===== config.mk =====
export PLATFORM = sky130hd
export DESIGN_NAME = dram_bank_seq
export DESIGN_NICKNAME = d
export VERILOG_FILES = /design/src/rtl/dram_seq_pkg.sv /design/src/rtl/dseq_input_sync.sv /design/src/rtl/dseq_fsm.sv /design/src/rtl/dseq_out_drv.sv /design/src/rtl/dram_bank_seq.sv
export SDC_FILE = /design/constraint.sdc
export NUM_CORES = 1
export LEC_CHECK = 0
export BUFFER_PORTS_ARGS = -buffer_cell sky130_fd_sc_hd__buf_2
export CORE_MARGIN = 2
export CORE_UTILIZATION = 50
export DETAILED_ROUTE_END_ITERATION = 16
export PLACE_DENSITY = 0.72
export REMOVE_ABC_BUFFERS = 1
export SLEW_MARGIN = 20
export SYNTH_ARGS = -nofsm -noshare
export SYNTH_HDL_FRONTEND = slang
export SYNTH_SLANG_ARGS = --single-unit

===== constraint.sdc =====
create_clock -name clk -period 2.1 [get_ports clk]
set_input_delay 0.42 -clock clk [delete_from_list [all_inputs] [get_ports clk]]
set_output_delay 0.42 -clock clk [all_outputs]
set_load 0.1 [all_outputs]

===== src/rtl/dram_seq_pkg.sv =====
package dram_seq_pkg;

    localparam int ROW_W     = 7;
    localparam int CHIP_AW   = 2 * ROW_W;
    localparam int ADDR_W    = 16;
    localparam int NUM_BANKS = 3;
    localparam int BANK_W    = ADDR_W - CHIP_AW;
    localparam logic [ADDR_W:0] MEM_TOP = (ADDR_W + 1)'(NUM_BANKS) << CHIP_AW;

    typedef enum logic [2:0] {
        ST_IDLE,
        ST_ROW,
        ST_COL,
        ST_CAS,
        ST_RFSH,
        ST_PRE
    } seq_state_e;

    typedef struct packed {
        logic [BANK_W-1:0] bank;
        logic [ROW_W-1:0]  row;
        logic [ROW_W-1:0]  col;
        logic              is_wr;
    } access_t;

    typedef struct packed {
        logic [ADDR_W-1:0] addr;
        logic              rd;
        logic              wr;
        logic              fetch;
        logic              rf;
    } bus_sample_t;

    function automatic logic in_window(input logic [ADDR_W-1:0] a);
        return {1'b0, a} < MEM_TOP;
    endfunction

    function automatic logic [BANK_W-1:0] bank_of(input logic [ADDR_W-1:0] a);
        return a[ADDR_W-1:CHIP_AW];
    endfunction

    function automatic logic [ROW_W-1:0] row_of(input logic [ADDR_W-1:0] a);
        return a[ROW_W-1:0];
    endfunction

    function automatic logic [ROW_W-1:0] col_of(input logic [ADDR_W-1:0] a);
        return a[CHIP_AW-1:ROW_W];
    endfunction

    function automatic int max_of(input int a, input int b);
        return (a > b) ? a : b;
    endfunction

endpackage


===== src/rtl/dseq_input_sync.sv =====
module dseq_input_sync
    import dram_seq_pkg::*;
(
    input  logic                clk,
    input  logic                rst,
    input  logic [ADDR_W-1:0]   cpu_addr,
    input  logic                mem_rd,
    input  logic                mem_wr,
    input  logic                opfetch,
    input  logic                refresh,
    input  logic                rf_ack,
    output bus_sample_t         smp,
    output logic                rf_pend,
    output logic [ROW_W-1:0]    rf_row
);

    logic rf_rise;
    assign rf_rise = refresh && !smp.rf;

    always_ff @(posedge clk) begin
        if (rst) begin
            smp     <= '0;
            rf_pend <= 1'b0;
            rf_row  <= '0;
        end else begin
            smp.addr  <= cpu_addr;
            smp.rd    <= mem_rd;
            smp.wr    <= mem_wr;
            smp.fetch <= opfetch;
            smp.rf    <= refresh;
            if (rf_rise) begin
                rf_pend <= 1'b1;
                rf_row  <= row_of(cpu_addr);
            end else if (rf_ack) begin
                rf_pend <= 1'b0;
            end
        end
    end

    // Every refresh edge leaves a request behind it
    assert_rf_edge_kept_R8: assert property (@(posedge clk) disable iff (rst)
        (refresh && !smp.rf) |=> rf_pend);

endmodule


===== src/rtl/dseq_fsm.sv =====
module dseq_fsm
    import dram_seq_pkg::*;
#(
    parameter int RAS2COL  = 2,
    parameter int COL2CAS  = 1,
    parameter int PRE_CYC  = 1,
    parameter int RFSH_CYC = 2
) (
    input  logic        clk,
    input  logic        rst,
    input  bus_sample_t smp,
    input  logic        rf_pend,
    output seq_state_e  state,
    output access_t     acc,
    output logic        rf_ack
);

    localparam int MAX_WAIT = max_of(max_of(RAS2COL, COL2CAS), max_of(PRE_CYC, RFSH_CYC));
    localparam int CNT_W    = $clog2(MAX_WAIT + 1);
    localparam logic [CNT_W-1:0] LD_R2C = CNT_W'(RAS2COL - 1);
    localparam logic [CNT_W-1:0] LD_C2C = CNT_W'(COL2CAS - 1);
    localparam logic [CNT_W-1:0] LD_PRE = CNT_W'(PRE_CYC - 1);
    localparam logic [CNT_W-1:0] LD_RF  = CNT_W'(RFSH_CYC - 1);

    initial begin
        assert (RAS2COL >= 1 && COL2CAS >= 1 && PRE_CYC >= 1 && RFSH_CYC >= 1);
    end

    seq_state_e       st_nx;
    logic [CNT_W-1:0] cnt, cnt_nx;
    logic             strobe;
    logic             start_acc;
    logic             cnt_done;

    assign strobe    = smp.rd || smp.wr || smp.fetch;
    assign start_acc = strobe && in_window(smp.addr);
    assign cnt_done  = (cnt == '0);
    assign rf_ack    = (state == ST_IDLE) && rf_pend;

    always_comb begin
        st_nx  = state;
        cnt_nx = cnt;
        unique case (state)
            ST_IDLE: begin
                if (rf_pend) begin
                    st_nx  = ST_RFSH;
                    cnt_nx = LD_RF;
                end else if (start_acc) begin
                    st_nx  = ST_ROW;
                    cnt_nx = LD_R2C;
                end
            end
            ST_ROW: begin
                if (!strobe) begin
                    st_nx  = ST_PRE;
                    cnt_nx = LD_PRE;
                end else if (cnt_done) begin
                    st_nx  = ST_COL;
                    cnt_nx = LD_C2C;
                end else begin
                    cnt_nx = cnt - 1'b1;
                end
            end
            ST_COL: begin
                if (!strobe) begin
                    st_nx  = ST_PRE;
                    cnt_nx = LD_PRE;
                end else if (cnt_done) begin
                    st_nx  = ST_CAS;
                end else begin
                    cnt_nx = cnt - 1'b1;
                end
            end
            ST_CAS: begin
                if (!strobe) begin
                    st_nx  = ST_PRE;
                    cnt_nx = LD_PRE;
                end
            end
            ST_RFSH: begin
                if (!cnt_done) begin
                    cnt_nx = cnt - 1'b1;
                end else if (!smp.rf) begin
                    st_nx  = ST_PRE;
                    cnt_nx = LD_PRE;
                end
            end
            ST_PRE: begin
                if (cnt_done) st_nx = ST_IDLE;
                else          cnt_nx = cnt - 1'b1;
            end
            default: st_nx = ST_IDLE;
        endcase
    end

    always_ff @(posedge clk) begin
        if (rst) begin
            state <= ST_IDLE;
            cnt   <= '0;
            acc   <= '0;
        end else begin
            state <= st_nx;
            cnt   <= cnt_nx;
            if (state == ST_IDLE && !rf_pend && start_acc) begin
                acc.bank  <= bank_of(smp.addr);
                acc.row   <= row_of(smp.addr);
                acc.col   <= col_of(smp.addr);
                acc.is_wr <= smp.wr;
            end
        end
    end

    // An access entered from idle always carries a bank inside the window
    assert_bank_in_window_R4: assert property (@(posedge clk) disable iff (rst)
        (state == ST_ROW && $past(state) == ST_IDLE) |-> (int'(acc.bank) < NUM_BANKS));

    // CAS phase is reached only through the column phase
    assert_cas_via_col_R2: assert property (@(posedge clk) disable iff (rst)
        (state == ST_CAS && $past(state) != ST_CAS) |-> $past(state) == ST_COL);

    // Precharge always ends in idle
    assert_pre_exit_idle_R9: assert property (@(posedge clk) disable iff (rst)
        ($past(state) == ST_PRE && state != ST_PRE) |-> state == ST_IDLE);

endmodule


===== src/rtl/dseq_out_drv.sv =====
module dseq_out_drv
    import dram_seq_pkg::*;
(
    input  logic             clk,
    input  logic             rst,
    input  seq_state_e       state,
    input  access_t          acc,
    input  logic [ROW_W-1:0] idle_row,
    input  logic [ROW_W-1:0] rf_row,
    output logic [ROW_W-1:0] dram_addr,
    output logic [NUM_BANKS-1:0] ras_n,
    output logic             cas_n,
    output logic             row_drv_en,
    output logic             col_drv_en,
    output logic             rdbuf_oe,
    output logic             wrbuf_en
);

    logic in_access;
    logic in_rfsh;

    assign in_access = (state == ST_ROW) || (state == ST_COL) || (state == ST_CAS);
    assign in_rfsh   = (state == ST_RFSH);

    for (genvar b = 0; b < NUM_BANKS; b++) begin : g_bank_ras
        assign ras_n[b] = !(in_rfsh || (in_access && acc.bank == BANK_W'(b)));
    end

    assign cas_n      = (state != ST_CAS);
    assign col_drv_en = (state == ST_COL) || (state == ST_CAS);
    assign row_drv_en = !col_drv_en;
    assign rdbuf_oe   = (state == ST_CAS) && !acc.is_wr;
    assign wrbuf_en   = in_access && acc.is_wr;

    always_comb begin
        if (in_rfsh)              dram_addr = rf_row;
        else if (col_drv_en)      dram_addr = acc.col;
        else if (state == ST_ROW) dram_addr = acc.row;
        else                      dram_addr = idle_row;
    end

    // Column strobe only with a single bank open
    assert_single_bank_R3: assert property (@(posedge clk) disable iff (rst)
        !cas_n |-> $countones(~ras_n) == 1);

    // Column strobe only with the column half selected
    assert_cas_col_R2: assert property (@(posedge clk) disable iff (rst)
        !cas_n |-> (col_drv_en && !row_drv_en));

    // All banks open means refresh, which never carries CAS
    assert_rfsh_no_cas_R6: assert property (@(posedge clk) disable iff (rst)
        (ras_n == '0) |-> cas_n);

    // Read buffer only while the column strobe is low
    assert_rd_in_cas_R5: assert property (@(posedge clk) disable iff (rst)
        rdbuf_oe |-> !cas_n);

    // The two data paths exclude each other
    assert_buf_excl_R10: assert property (@(posedge clk) disable iff (rst)
        !(rdbuf_oe && wrbuf_en));

endmodule


===== src/rtl/dram_bank_seq.sv =====
module dram_bank_seq
    import dram_seq_pkg::*;
#(
    parameter int RAS2COL  = 2,
    parameter int COL2CAS  = 1,
    parameter int PRE_CYC  = 1,
    parameter int RFSH_CYC = 2
) (
    input  logic                 clk,
    input  logic                 rst,
    input  logic [15:0]          cpu_addr,
    input  logic                 mem_rd,
    input  logic                 mem_wr,
    input  logic                 opfetch,
    input  logic                 refresh,
    output logic [6:0]           dram_addr,
    output logic [2:0]           ras_n,
    output logic                 cas_n,
    output logic                 row_drv_en,
    output logic                 col_drv_en,
    output logic                 rdbuf_oe,
    output logic                 wrbuf_en
);

    bus_sample_t      smp;
    logic             rf_pend;
    logic [ROW_W-1:0] rf_row;
    logic             rf_ack;
    seq_state_e       state;
    access_t          acc;
    logic             ras_any;

    dseq_input_sync u_sync (
        .clk      (clk),
        .rst      (rst),
        .cpu_addr (cpu_addr),
        .mem_rd   (mem_rd),
        .mem_wr   (mem_wr),
        .opfetch  (opfetch),
        .refresh  (refresh),
        .rf_ack   (rf_ack),
        .smp      (smp),
        .rf_pend  (rf_pend),
        .rf_row   (rf_row)
    );

    dseq_fsm #(
        .RAS2COL  (RAS2COL),
        .COL2CAS  (COL2CAS),
        .PRE_CYC  (PRE_CYC),
        .RFSH_CYC (RFSH_CYC)
    ) u_fsm (
        .clk     (clk),
        .rst     (rst),
        .smp     (smp),
        .rf_pend (rf_pend),
        .state   (state),
        .acc     (acc),
        .rf_ack  (rf_ack)
    );

    dseq_out_drv u_drv (
        .clk        (clk),
        .rst        (rst),
        .state      (state),
        .acc        (acc),
        .idle_row   (row_of(smp.addr)),
        .rf_row     (rf_row),
        .dram_addr  (dram_addr),
        .ras_n      (ras_n),
        .cas_n      (cas_n),
        .row_drv_en (row_drv_en),
        .col_drv_en (col_drv_en),
        .rdbuf_oe   (rdbuf_oe),
        .wrbuf_en   (wrbuf_en)
    );

    assign ras_any = !(&ras_n);

    // Row precharge: once RAS activity ends, it stays off for a clock
    assert_precharge_R9: assert property (@(posedge clk) disable iff (rst)
        $fell(ras_any) |=> !ras_any);

endmodule


==> results.toml <==
[run_status]
status = "finished clean"

[drt]
route.detailed.drc = 0
wirelength_um = 5260
vias = 1977
dr.pass1.iters = 4
drt-vias-per-instance = 5.58
route.detailed.wl_per_inst_um = 14.8
ant_nets = 0
drtIter0Drc = 197

[synth]
syn_inst = 259
synth.avg_cell_area_sq_um = 8.32
synth_top_area_share_pct = 46.5
ys.flop_type = "dfxtp_1"
synth_warnings = 0
ys_top_cells_by_area = "dfxtp_1 46%, nand2_1 7.8%, nor2b_1 6.4%"
async_flop_share_pct = 0
ys_seq_elements = 50
synth_top_area_cell = "dfxtp_1"
syn_area_sq_um = 2150
yosysSeqAreaShare_pct = 46.5
yosysUniqueCellTypes = 43
synth_edf_count = 0

[placed_design]
dpl.hpwl_um = 3600
routabilityCongestion = 0.910
place_area_sq_um = 2680
pre_cts_slack_ns = 0.157
port-buffer-count = 36

[global_routing]
grt_first_pass_wirelength_um = 8600
grtUsageTotal_pct = 21.9
grt_overflow_total = 0
grt_pass1_vias = 1852
antenna_found_initial = 0
grt_max_degree = 28

[critical_path]
cp_max_fo = 10
worstPathRequired_ns = 1.68
crit_buf_inv = 3
slowest_stage = "dfxtp_4"
setup.worst_path.end_class = "output pin"
startpoint_type = "flop"
crit_path_max_incr_delay_ns = 0.39
worst_ep_arrival_time_ns = 1.68
crit_path_frequent_cell = "buf_4"
path_class = "reg -> out"
path_delay_family = "buffers and inverters"
path_cells = "buf_4 > nor3b_4 > nand2_1 > o21ai_0 > buf_4 > buf_12"

[min_path]
hold_class = "in -> reg"

[final_layout]
num_antenna_cells = 0
stdcell_area_sq_um = 2880
drive_gt1_share_pct = 29.6
nets = 326
areaGrowthSynthToFinish_pct = 33.7
n_fill_cell = 320

[pwr]
p_per_area_nw_per_um2 = 1550
leakage_uw = 0.00115
irDropWorstVdd_mv = 1.37

[die]
die_area_sq_um = 4850
core-area_sq_um = 4090
die_y_um = 69.6
boundaryPins = 37
die_w_um = 69.6
initial_core_util_pct = 52.7
fp-row-count = 23

[clock_tree]
cts_tree = "built"
hold_buffers = 0
cts_made_buffers = 5
clkLatencyLatePin_ns = 0.31
path_clk_slew_ns = 0.09
root_buffer = "clkbuf_8"
htreeDepth = 2
clockBufferDepth = 2
clock_sinks = 50

[run]
maxCapViolCount = 0

[sta]
setup_viol = 0
drv_slew = 0
fin_crit_ns = 2.10
skew_ns = 0.00623
finalHoldViolCount = 0
rsz0062_at_grt = "true"
slew_headroom_pct = 63.5
worst_slew_pin_slew_ns = 0.542
timing.fmax_mhz = 477
layout_setup_ws_ns = 0.00350
min_period_over_period_pct = 99.8
## cell usage after synthesis (2+ instances only)
master,count
dfxtp_1,50
nand2_1,45
nor2_1,27
a21oi_1,23
nor2b_1,22
buf_2,8
clkbuf_1,8
o21ai_0,8
mux2i_1,7
nor3_1,7
a211oi_1,5
nand2b_1,4
a221oi_1,3
and3_1,3
inv_1,3
a221o_1,2
a311oi_1,2
inv_2,2
mux2_4,2
nand3b_1,2
nor4_1,2
o22ai_1,2
or3_1,2
## layout make-up
class / instances / area (sq um) / share of cell area, %
flip-flops and latches: 50 / 1010 / 35.1
clock inverters: 2 / 15.0 / 0.521
well taps: 50 / 62.6 / 2.17
inverters: 5 / 23.8 / 0.825
multi-input cells: 186 / 1130 / 39.3
repair buffers: 56 / 568 / 19.7
clock buffers: 5 / 68.8 / 2.39
## cells in the final DEF (no fill, tap or decap), types with 3 or more instances in the layout
cell	netlist	layout
nand2_1	45	44
buf_12	0	14
buf_2	8	21
inv_1	3	3
a211oi_2	0	3
nor2_2	0	3
and3_1	3	3
o21ai_0	8	4
nand2b_1	4	4
mux2i_1	7	7
dfxtp_4	0	3
buf_4	1	19
clkbuf_8	0	5
nor3_2	0	3
nor2_1	27	24
o21ai_2	0	3
nor3_1	7	4
a21oi_1	23	21
dfxtp_1	50	47
nor2b_1	22	22
## flip-flops by register name, indices dropped and copies added, names as in the netlist
register and cells:
u_sync.smp 20, u_sync.rf_pend 1, u_sync.rf_row 7, u_fsm.cnt 2, u_fsm.acc 17, u_fsm.state 3
## cell families after synthesis
kind of cell / count (synthesis) / synth area share (%)
AO/OA/AOI/OAI: 54 / 16.1
multiplexers: 9 / 4.65
buffers and inverters: 23 / 4.65
AND/OR/NAND/NOR: 123 / 28.1
flip-flops: 50 / 46.5
## layer usage
layer	track usage, %	vias up	part of all wire, %
li1	-	983	-
met1	27.8	931	45
met2	35.7	54	47
met3	6.83	9	6.5
met4	6.84	0	1.5
met5	0	-	0
## metrics by stage
stage | power (uW) | instances | setup TNS, ns | utilization (%) | hold WS, ns
CTS | 4360 | 352 | 0 | 68.5 | 0.314
detailed placement | 3750 | 345 | 0 | 65.5 | 0.433
global route | 4670 | 354 | -0.196 | 70.5 | 0.320
global placement | 3710 | 345 | 0 | 65.5 | 0.419
floorplan | 2750 | 241 | -20.47 | - | 0.411
finish | 4480 | 354 | 0 | 70.5 | 0.311
## where the power goes
group | total, uW | switching [uW] | internal (uW)
sequential | 1170 | 112 | 1060
clock | 554 | 326 | 228
combinational | 2760 | 1700 | 1060
total | 4480 | 2140 | 2340
## worst paths after layout
kind,start,endpoint,slack [ns],cells after the start
max,u_fsm.state[1]$_SDFFE_PP0P_,dram_addr[5],0.004,6
min,opfetch,u_sync.smp[1]$_SDFF_PP0_,0.31,2
max reg2reg,u_fsm.state[1]$_SDFFE_PP0P_,u_fsm.state[0]$_SDFFE_PP0P_,0.21,5
min reg2reg,u_sync.smp[11]$_SDFF_PP0_,u_fsm.acc[1]$_SDFFE_PP0P_,0.44,2
## repair_timing
action,in CTS,in global routing
setup endpoints to repair,11,10
buffers inserted,0,2
resized for setup,14,19
pin swaps,6,6
(Power assumes the default switching activity.)
